==> config.mk <==
export PLATFORM = sky130hd
export DESIGN_NAME = frame_capture_agen
export DESIGN_NICKNAME = d
export VERILOG_FILES = /design/src/rtl/fcap_pkg.sv /design/src/rtl/fcap_geom.sv /design/src/rtl/fcap_seq.sv /design/src/rtl/fcap_count.sv /design/src/rtl/fcap_busmux.sv /design/src/rtl/frame_capture_agen.sv
export SDC_FILE = /design/constraint.sdc
export NUM_CORES = 1
export LEC_CHECK = 0
export ABC_AREA = 1
export BUFFER_PORTS_ARGS = -buffer_cell sky130_fd_sc_hd__buf_2
export CORE_MARGIN = 5
export CORE_UTILIZATION = 49
export DETAILED_ROUTE_END_ITERATION = 8
export PLACE_DENSITY = 0.76
export SLEW_MARGIN = 40
export SYNTH_ARGS = -nofsm -noshare
export SYNTH_HDL_FRONTEND = slang
export SYNTH_HIERARCHICAL = 1
export SYNTH_SLANG_ARGS = --single-unit
==> constraint.sdc <==
create_clock -name clk -period 1.9 [get_ports clk]
set_clock_uncertainty 0.15 [all_clocks]
set_input_delay 0 -clock clk [delete_from_list [all_inputs] [get_ports clk]]
set_output_delay 0 -clock clk [all_outputs]
set_load 0.005 [all_outputs]
==> src/rtl/fcap_pkg.sv <==
// Shared definitions for the frame capture address generator.
// Assumes mode bit 0 selects the wide line and mode bit 1 selects half height.
package fcap_pkg;

    typedef enum logic [2:0] {
        ST_IDLE = 3'd0,   // processor owns the RAM
        ST_ARM  = 3'd1,   // request accepted, waiting for field start
        ST_CAPT = 3'd2,   // writing pixels
        ST_LAST = 3'd3,   // final write on the bus
        ST_DONE = 3'd4    // bus released, done flag up
    } cap_state_t;

    localparam int MODE_WIDE_BIT = 0;
    localparam int MODE_HALF_BIT = 1;

endpackage

==> src/rtl/fcap_geom.sv <==
// Geometry decoder: turns the latched two-bit mode into the last pixel
// index of a line and the last line index of a frame.
// Assumes BASE_LOG >= 2, so that a half-height narrow frame has at least two lines.
module fcap_geom #(
    parameter int BASE_LOG = 8,
    localparam int SPAN_W  = BASE_LOG + 1
) (
    input  logic [1:0]        mode,
    output logic              wide,
    output logic [SPAN_W-1:0] w_last,
    output logic [SPAN_W-1:0] h_last
);
    import fcap_pkg::*;

    logic half;

    // Decode width and height limits from the mode bits.
    always_comb begin
        wide   = mode[MODE_WIDE_BIT];
        half   = mode[MODE_HALF_BIT];
        w_last = wide ? {SPAN_W{1'b1}} : {1'b0, {BASE_LOG{1'b1}}};
        case ({wide, half})
            2'b10:   h_last = {SPAN_W{1'b1}};
            2'b01:   h_last = {2'b00, {(BASE_LOG-1){1'b1}}};
            default: h_last = {1'b0, {BASE_LOG{1'b1}}};
        endcase
    end

endmodule

==> src/rtl/fcap_seq.sv <==
// Capture sequencer: accepts the processor request, latches the mode,
// waits for field start, runs the capture and holds the done flag.
// Assumes field_sync and last_fire are single-cycle strobes.
module fcap_seq (
    input  logic       clk,
    input  logic       rst_n,
    input  logic       start_req,
    input  logic [1:0] mode_in,
    input  logic       field_sync,
    input  logic       last_fire,
    output logic [1:0] mode_q,
    output logic       run,
    output logic       restart,
    output logic       bus_own,
    output logic       done
);
    import fcap_pkg::*;

    cap_state_t st_q, st_d;

    // Next-state decision.
    always_comb begin
        st_d = st_q;
        case (st_q)
            ST_IDLE: if (start_req)  st_d = ST_ARM;
            ST_ARM:  if (field_sync) st_d = ST_CAPT;
            ST_CAPT: if (last_fire)  st_d = ST_LAST;
            ST_LAST:                 st_d = ST_DONE;
            ST_DONE: if (!start_req) st_d = ST_IDLE;
            default:                 st_d = ST_IDLE;
        endcase
    end

    // State register and mode latch at acceptance.
    always_ff @(posedge clk) begin
        if (!rst_n) begin
            st_q   <= ST_IDLE;
            mode_q <= 2'b00;
        end else begin
            st_q <= st_d;
            if (st_q == ST_IDLE && start_req) mode_q <= mode_in;
        end
    end

    // Status decode for the datapath and the bus switch.
    always_comb begin
        run     = (st_q == ST_CAPT);
        restart = field_sync && (st_q == ST_ARM || st_q == ST_CAPT);
        bus_own = (st_q == ST_ARM) || (st_q == ST_CAPT) || (st_q == ST_LAST);
        done    = (st_q == ST_DONE);
    end

    // the geometry latched at acceptance never moves while the bus is owned.
    a_r9_mode_held: assert property (@(posedge clk) disable iff (!rst_n)
        bus_own |=> $stable(mode_q));

    // done is held while the request stays high.
    a_r8_done_hold: assert property (@(posedge clk) disable iff (!rst_n)
        (done && start_req) |=> done);

endmodule

==> src/rtl/fcap_count.sv <==
// Pixel and line counters with the registered write port.
// Counters clear on restart. A line sync clears the pixel number and
// moves the line. Strobes past the line end or the frame end are dropped.
// Assumes w_last and h_last stay stable while run is high.
module fcap_count #(
    parameter int BASE_LOG = 8,
    parameter int DATA_W   = 8,
    localparam int SPAN_W  = BASE_LOG + 1,
    localparam int ADDR_W  = 2 * SPAN_W
) (
    input  logic              clk,
    input  logic              rst_n,
    input  logic              run,
    input  logic              restart,
    input  logic              field_sync,
    input  logic              line_sync,
    input  logic              pix_valid,
    input  logic [DATA_W-1:0] adc_data,
    input  logic              wide,
    input  logic [SPAN_W-1:0] w_last,
    input  logic [SPAN_W-1:0] h_last,
    output logic              last_fire,
    output logic              cap_we,
    output logic [ADDR_W-1:0] cap_addr,
    output logic [DATA_W-1:0] cap_data
);
    logic [SPAN_W-1:0] pix_q, line_q;
    logic              line_full_q, frame_over_q;
    logic              wr_fire;
    logic [ADDR_W-1:0] addr_now;

    // Decide whether this cycle's strobe is written.
    always_comb begin
        wr_fire   = run && pix_valid && !line_sync && !field_sync
                    && !line_full_q && !frame_over_q;
        last_fire = wr_fire && (pix_q == w_last) && (line_q == h_last);
    end

    // Form the RAM address from the line and pixel numbers.
    always_comb begin
        if (wide) addr_now = {line_q, {SPAN_W{1'b0}}} | ADDR_W'(pix_q);
        else      addr_now = (ADDR_W'(line_q) << BASE_LOG) | ADDR_W'(pix_q);
    end

    // Pixel and line counters.
    always_ff @(posedge clk) begin
        if (!rst_n || restart) begin
            pix_q        <= '0;
            line_q       <= '0;
            line_full_q  <= 1'b0;
            frame_over_q <= 1'b0;
        end else if (run) begin
            if (line_sync) begin
                pix_q       <= '0;
                line_full_q <= 1'b0;
                if (line_q == h_last) frame_over_q <= 1'b1;
                else                  line_q <= line_q + 1'b1;
            end else if (wr_fire) begin
                if (pix_q == w_last) line_full_q <= 1'b1;
                else                 pix_q <= pix_q + 1'b1;
            end
        end
    end

    // Registered write port towards the bus switch.
    always_ff @(posedge clk) begin
        if (!rst_n) begin
            cap_we   <= 1'b0;
            cap_addr <= '0;
            cap_data <= '0;
        end else begin
            cap_we <= wr_fire;
            if (wr_fire) begin
                cap_addr <= addr_now;
                cap_data <= adc_data;
            end
        end
    end

    // a write inside a line advances the pixel number by one.
    a_r4_pix_step: assert property (@(posedge clk) disable iff (!rst_n)
        (wr_fire && pix_q != w_last) |=> (pix_q == $past(pix_q) + 1'b1));

    // a line sync during capture leaves the pixel number at zero.
    a_r5_line_clear: assert property (@(posedge clk) disable iff (!rst_n)
        (run && line_sync) |=> (pix_q == '0));

    // no write follows a line-sync cycle.
    a_r5_no_write_on_sync: assert property (@(posedge clk) disable iff (!rst_n)
        line_sync |=> !cap_we);

endmodule

==> src/rtl/fcap_busmux.sv <==
// RAM bus switch: the capture port drives the RAM while owned,
// otherwise the processor lines pass straight through.
module fcap_busmux #(
    parameter int ADDR_W = 18,
    parameter int DATA_W = 8
) (
    input  logic              own,
    input  logic [ADDR_W-1:0] cap_addr,
    input  logic [DATA_W-1:0] cap_data,
    input  logic              cap_we,
    input  logic [ADDR_W-1:0] cpu_addr,
    input  logic [DATA_W-1:0] cpu_wdata,
    input  logic              cpu_we,
    output logic [ADDR_W-1:0] ram_addr,
    output logic [DATA_W-1:0] ram_wdata,
    output logic              ram_we
);
    // Select the bus master.
    always_comb begin
        ram_addr  = own ? cap_addr : cpu_addr;
        ram_wdata = own ? cap_data : cpu_wdata;
        ram_we    = own ? cap_we   : cpu_we;
    end

endmodule

==> src/rtl/frame_capture_agen.sv <==
// Frame capture address generator top: joins the sequencer, the geometry
// decoder, the counters and the bus switch.
// Assumes all sync and strobe inputs are already synchronous to clk.
module frame_capture_agen #(
    parameter int BASE_LOG = 8,
    parameter int DATA_W   = 8,
    localparam int SPAN_W  = BASE_LOG + 1,
    localparam int ADDR_W  = 2 * SPAN_W
) (
    input  logic              clk,
    input  logic              rst_n,
    input  logic              start_req,
    input  logic [1:0]        mode_sel,
    output logic              done,
    input  logic              field_sync,
    input  logic              line_sync,
    input  logic              pix_valid,
    input  logic [DATA_W-1:0] adc_data,
    input  logic [ADDR_W-1:0] cpu_addr,
    input  logic [DATA_W-1:0] cpu_wdata,
    input  logic              cpu_we,
    output logic [ADDR_W-1:0] ram_addr,
    output logic [DATA_W-1:0] ram_wdata,
    output logic              ram_we,
    output logic              bus_own
);
    logic [1:0]        mode_q;
    logic              run, restart, last_fire, wide;
    logic [SPAN_W-1:0] w_last, h_last;
    logic              cap_we;
    logic [ADDR_W-1:0] cap_addr;
    logic [DATA_W-1:0] cap_data;

    fcap_seq u_seq (
        .clk        (clk),
        .rst_n      (rst_n),
        .start_req  (start_req),
        .mode_in    (mode_sel),
        .field_sync (field_sync),
        .last_fire  (last_fire),
        .mode_q     (mode_q),
        .run        (run),
        .restart    (restart),
        .bus_own    (bus_own),
        .done       (done)
    );

    fcap_geom #(.BASE_LOG(BASE_LOG)) u_geom (
        .mode   (mode_q),
        .wide   (wide),
        .w_last (w_last),
        .h_last (h_last)
    );

    fcap_count #(.BASE_LOG(BASE_LOG), .DATA_W(DATA_W)) u_count (
        .clk        (clk),
        .rst_n      (rst_n),
        .run        (run),
        .restart    (restart),
        .field_sync (field_sync),
        .line_sync  (line_sync),
        .pix_valid  (pix_valid),
        .adc_data   (adc_data),
        .wide       (wide),
        .w_last     (w_last),
        .h_last     (h_last),
        .last_fire  (last_fire),
        .cap_we     (cap_we),
        .cap_addr   (cap_addr),
        .cap_data   (cap_data)
    );

    fcap_busmux #(.ADDR_W(ADDR_W), .DATA_W(DATA_W)) u_mux (
        .own       (bus_own),
        .cap_addr  (cap_addr),
        .cap_data  (cap_data),
        .cap_we    (cap_we),
        .cpu_addr  (cpu_addr),
        .cpu_wdata (cpu_wdata),
        .cpu_we    (cpu_we),
        .ram_addr  (ram_addr),
        .ram_wdata (ram_wdata),
        .ram_we    (ram_we)
    );

    // a capture write is only ever presented while the bus is owned.
    a_r2_we_owned: assert property (@(posedge clk) disable iff (!rst_n)
        cap_we |-> bus_own);

    // done rises only right after the final capture write.
    a_r7_last_then_done: assert property (@(posedge clk) disable iff (!rst_n)
        $rose(done) |-> $past(cap_we));

endmodule

==> impl_metrics.xml <==
<?xml version="1.0" encoding="UTF-8"?>
<metrics>
  <group name="status">
    <metric name="run_status" unit="">completed</metric>
  </group>
  <group name="power_and_ir_drop">
    <metric name="power_leakage" unit="uW">0.00193</metric>
    <metric name="p_comb_share" unit="%">47.9</metric>
    <metric name="power_frac_clock" unit="%">18.0</metric>
    <metric name="power.share.sequential" unit="%">34.1</metric>
    <metric name="total_power" unit="uW">3640</metric>
    <metric name="power_dissipated_by_switching_net_loads" unit="uW">1460</metric>
    <metric name="worst_ir_drop_vdd" unit="V">0.000749</metric>
    <metric name="internal_power" unit="uW">2180</metric>
    <metric name="power.density" unit="nW/um^2">915</metric>
    <metric name="power.share.switching" unit="%">40.1</metric>
  </group>
  <group name="global_route">
    <metric name="first_global_vias" unit="">3006</metric>
    <metric name="largest_net_degree_at_the_start_of_global_routing" unit="">31</metric>
    <metric name="grt_first_pass_wirelength" unit="mm">13.4</metric>
    <metric name="initial_antenna_violation_count" unit="">0</metric>
    <metric name="grt.overflow.total" unit="">0</metric>
    <metric name="grtUsageTotal" unit="%">19.1</metric>
  </group>
  <group name="clock_network">
    <metric name="clock-sinks" unit="">52</metric>
    <metric name="cts_tree" unit="">yes</metric>
    <metric name="clockBufferDepth" unit="">2</metric>
    <metric name="worstSkewPairLatency" unit="ps">300</metric>
    <metric name="clk_root_buffer_cell" unit="">sky130_fd_sc_hd__clkbuf_8</metric>
    <metric name="htreeDepth" unit="">2</metric>
    <metric name="numCtsBuffers" unit="">5</metric>
    <metric name="worst_setup_hold_path_clk_slew" unit="ps">90</metric>
  </group>
  <group name="routing">
    <metric name="drc" unit="">0</metric>
    <metric name="antenna_violating_nets_post_route" unit="">0</metric>
    <metric name="dr.pass1.iters" unit="">4</metric>
    <metric name="first_drt_iteration_drcs" unit="">139</metric>
    <metric name="detailroute.via_count" unit="">3197</metric>
    <metric name="detailed_route_wl" unit="mm">7.80</metric>
    <metric name="vias_per_cell" unit="">4.84</metric>
    <metric name="wl_per_cell" unit="um">11.8</metric>
  </group>
  <group name="sta">
    <metric name="setup_repair_after_global_routing_missed_its_margin" unit="">true</metric>
    <metric name="finalCritPeriodShare" unit="%">97.5</metric>
    <metric name="timing_max_transition_violations_final" unit="">0</metric>
    <metric name="fin_crit" unit="ps">1850</metric>
    <metric name="timing.final.ws_setup" unit="ps">46.8</metric>
    <metric name="hold_viol_final" unit="">0</metric>
    <metric name="setup-violations-final" unit="">0</metric>
    <metric name="totalNegativeSetupSlack" unit="ps">0</metric>
    <metric name="fmaxAchievable" unit="MHz">540</metric>
  </group>
  <group name="cells_and_area">
    <metric name="antennaDiodeCount" unit="">0</metric>
    <metric name="most_used_cells_in_the_layout_excluding_fill_and_tap_cells" unit="">sky130_fd_sc_hd__nand2_1, sky130_fd_sc_hd__buf_2, sky130_fd_sc_hd__nor2_1, sky130_fd_sc_hd__dfxtp_1, sky130_fd_sc_hd__o21ai_0</metric>
    <metric name="post_route_cells_drive_above_1_share" unit="%">26.4</metric>
    <metric name="synthToLayoutAreaGrowth" unit="%">24.6</metric>
    <metric name="layout_commonest_cell" unit="">sky130_fd_sc_hd__nand2_1</metric>
    <metric name="post_layout_cell_count" unit="">661</metric>
    <metric name="postLayoutCoreUtil" unit="%">62.7</metric>
    <metric name="final_net_count" unit="">628</metric>
  </group>
  <group name="synthesis">
    <metric name="synth_sequential_area_ratio" unit="%">32.6</metric>
    <metric name="synth.cell_area" unit="sq um">3200</metric>
    <metric name="yosys_warnings" unit="">6</metric>
    <metric name="synthFlopType" unit="">sky130_fd_sc_hd__dfxtp_1</metric>
    <metric name="synth_cell_type_count" unit="">39</metric>
    <metric name="synth_area_per_cell" unit="sq um">6.63</metric>
    <metric name="postSynth.asyncResetShare" unit="%">0</metric>
    <metric name="synth.ff_latch_count" unit="">52</metric>
    <metric name="synth_edf_count" unit="">0</metric>
    <metric name="syn_inst" unit="">482</metric>
  </group>
  <group name="floorplan">
    <metric name="pin_count" unit="">72</metric>
    <metric name="die_width" unit="um">90.8</metric>
    <metric name="fp-row-count" unit="">29</metric>
    <metric name="die_height" unit="um">90.8</metric>
    <metric name="die_area" unit="sq um">8240</metric>
    <metric name="floorplan.core_area" unit="sq um">6350</metric>
    <metric name="floorplan.initialDensity" unit="%">50.3</metric>
  </group>
  <group name="flow_run">
    <metric name="max_capacitance_violation_count" unit="">0</metric>
  </group>
  <group name="setup_path">
    <metric name="timing.setup.critical_path_class" unit="">flop to flop</metric>
    <metric name="end_kind" unit="">flop</metric>
    <metric name="worst_ep_required_time" unit="ps">1940</metric>
    <metric name="cp_data_arrival_time" unit="ps">1890</metric>
    <metric name="crit_fanout" unit="">4</metric>
    <metric name="timing.critical_path.from_type" unit="">flop</metric>
  </group>
  <group name="placement">
    <metric name="place.detailed.hpwl" unit="mm">5.56</metric>
    <metric name="portBuffers" unit="">71</metric>
    <metric name="dp_cells" unit="">634</metric>
    <metric name="dp_worst_setup_slack" unit="ps">49.8</metric>
    <metric name="routabilityCongestion" unit="">0.879</metric>
  </group>
  <group name="min_path">
    <metric name="timing.hold.worst.class" unit="">input port to flop</metric>
  </group>
</metrics>
-- metal layers --
layer  global-route usage, %  vias up  wire, um
met5                       0        -         0
met4                    5.09        0        56
met3                    4.33        4       544
met2                    32.9       99      3700
met1                    23.7     1399      3490
li1                        -     1695         -
-- timing repair --
item                                    in CTS  in global routing
hold buffers                                16                  0
buffers inserted                             0                  3
gates resized for setup                      0                 15
endpoints found under the setup margin       0                 65
endpoints found under the hold margin       20                  0
-- state kept, by name, indices dropped and copies added, names as in the netlist --
register,flops
u_count/pix_q,9
u_count/line_q,9
u_count/line_full_q,1
u_count/frame_over_q,1
u_seq/mode_q,2
u_count/cap_addr,18
u_count/cap_we,1
u_seq/st_q,3
u_count/cap_data,8
-- area by class of cell --
class	instances	area [sq um]
clock buffers	7	86.3
clock inverters	1	7.51
fillers	552	2370
inverters	39	161
multi-input cells	368	1820
flip-flops and latches	52	1050
well taps	77	96.3
repair buffers	117	757
-- worst paths after layout --
path / cells past startpoint / slack [ps] / startpoint / endpoint
setup / recovery: 6 / 50 / u_seq/st_q[2]$_SDFFE_PN0P_ / u_seq/mode_q[0]$_SDFFE_PN0P_
hold / removal: 6 / 1 / field_sync / u_count/line_full_q$_SDFFE_PP0P_
setup reg to reg: 6 / 50 / u_seq/st_q[2]$_SDFFE_PN0P_ / u_seq/mode_q[0]$_SDFFE_PN0P_
hold reg to reg: 2 / 320 / u_count/cap_addr[17]$_SDFFE_PN0P_ / u_count/cap_addr[17]$_SDFFE_PN0P_
-- synthesized netlist by cell type (4+ instances only) --
master                       n  area, sq um
sky130_fd_sc_hd__nand2_1   139          522
sky130_fd_sc_hd__nor2_1     55          206
sky130_fd_sc_hd__dfxtp_1    52         1040
sky130_fd_sc_hd__o21ai_0    34          170
sky130_fd_sc_hd__inv_1      30          113
sky130_fd_sc_hd__a21oi_1    29          145
sky130_fd_sc_hd__nand3_1    29          145
sky130_fd_sc_hd__buf_4      21          158
sky130_fd_sc_hd__nand2_2    11         68.8
sky130_fd_sc_hd__xor2_1     10         87.6
sky130_fd_sc_hd__xnor2_1     9         78.8
sky130_fd_sc_hd__clkbuf_1    6         22.5
sky130_fd_sc_hd__inv_2       6         22.5
sky130_fd_sc_hd__buf_6       5         56.3
sky130_fd_sc_hd__nor2_2      5         31.3
sky130_fd_sc_hd__nor3_1      5         25.0
sky130_fd_sc_hd__nor3b_1     4         30.0
-- worst max-delay path: stages, from the launching register on --
cell and delay, ps:
sky130_fd_sc_hd__dfxtp_2 350, sky130_fd_sc_hd__nor2_4 120, sky130_fd_sc_hd__buf_4 140, sky130_fd_sc_hd__nand3_1 130, sky130_fd_sc_hd__o21ai_0 210, sky130_fd_sc_hd__a21oi_1 70, sky130_fd_sc_hd__dlygate4sd3_1 570
-- cells by family (layout without fill, tap and decap cells) --
| group | Yosys count | after routing | synth area share, % |
|---|---|---|---|
| simple gates | 260 | 260 | 35.9 |
| fa+ha+maj | 2 | 2 | 0.783 |
| other cells | 1 | 15 | 0.117 |
| flops | 52 | 52 | 32.6 |
| xor+xnor | 19 | 19 | 5.21 |
| buf+inv | 76 | 164 | 13.5 |
| mux | 2 | 2 | 0.626 |
| compound gates | 70 | 70 | 11.3 |
-- power by group through the flow --
stage,Combinational [uW],Clock [uW],Sequential (uW)
CTS,1670,674,1230
detailed placement,1620,0,1260
floorplan,1180,0,1260
finish,1740,656,1240
global placement,1590,0,1250
global route,1940,722,1250
-- per-stage QoR --
step	hold slack (ps)	instance area (sq um)
CTS	4.12	3920
detailed placement	83.3	3660
global placement	77.2	3660
finish	1.12	3980
floorplan	-64.8	3260
global route	17.1	3980
No activity file was read; power rests on OpenSTA's default activity.
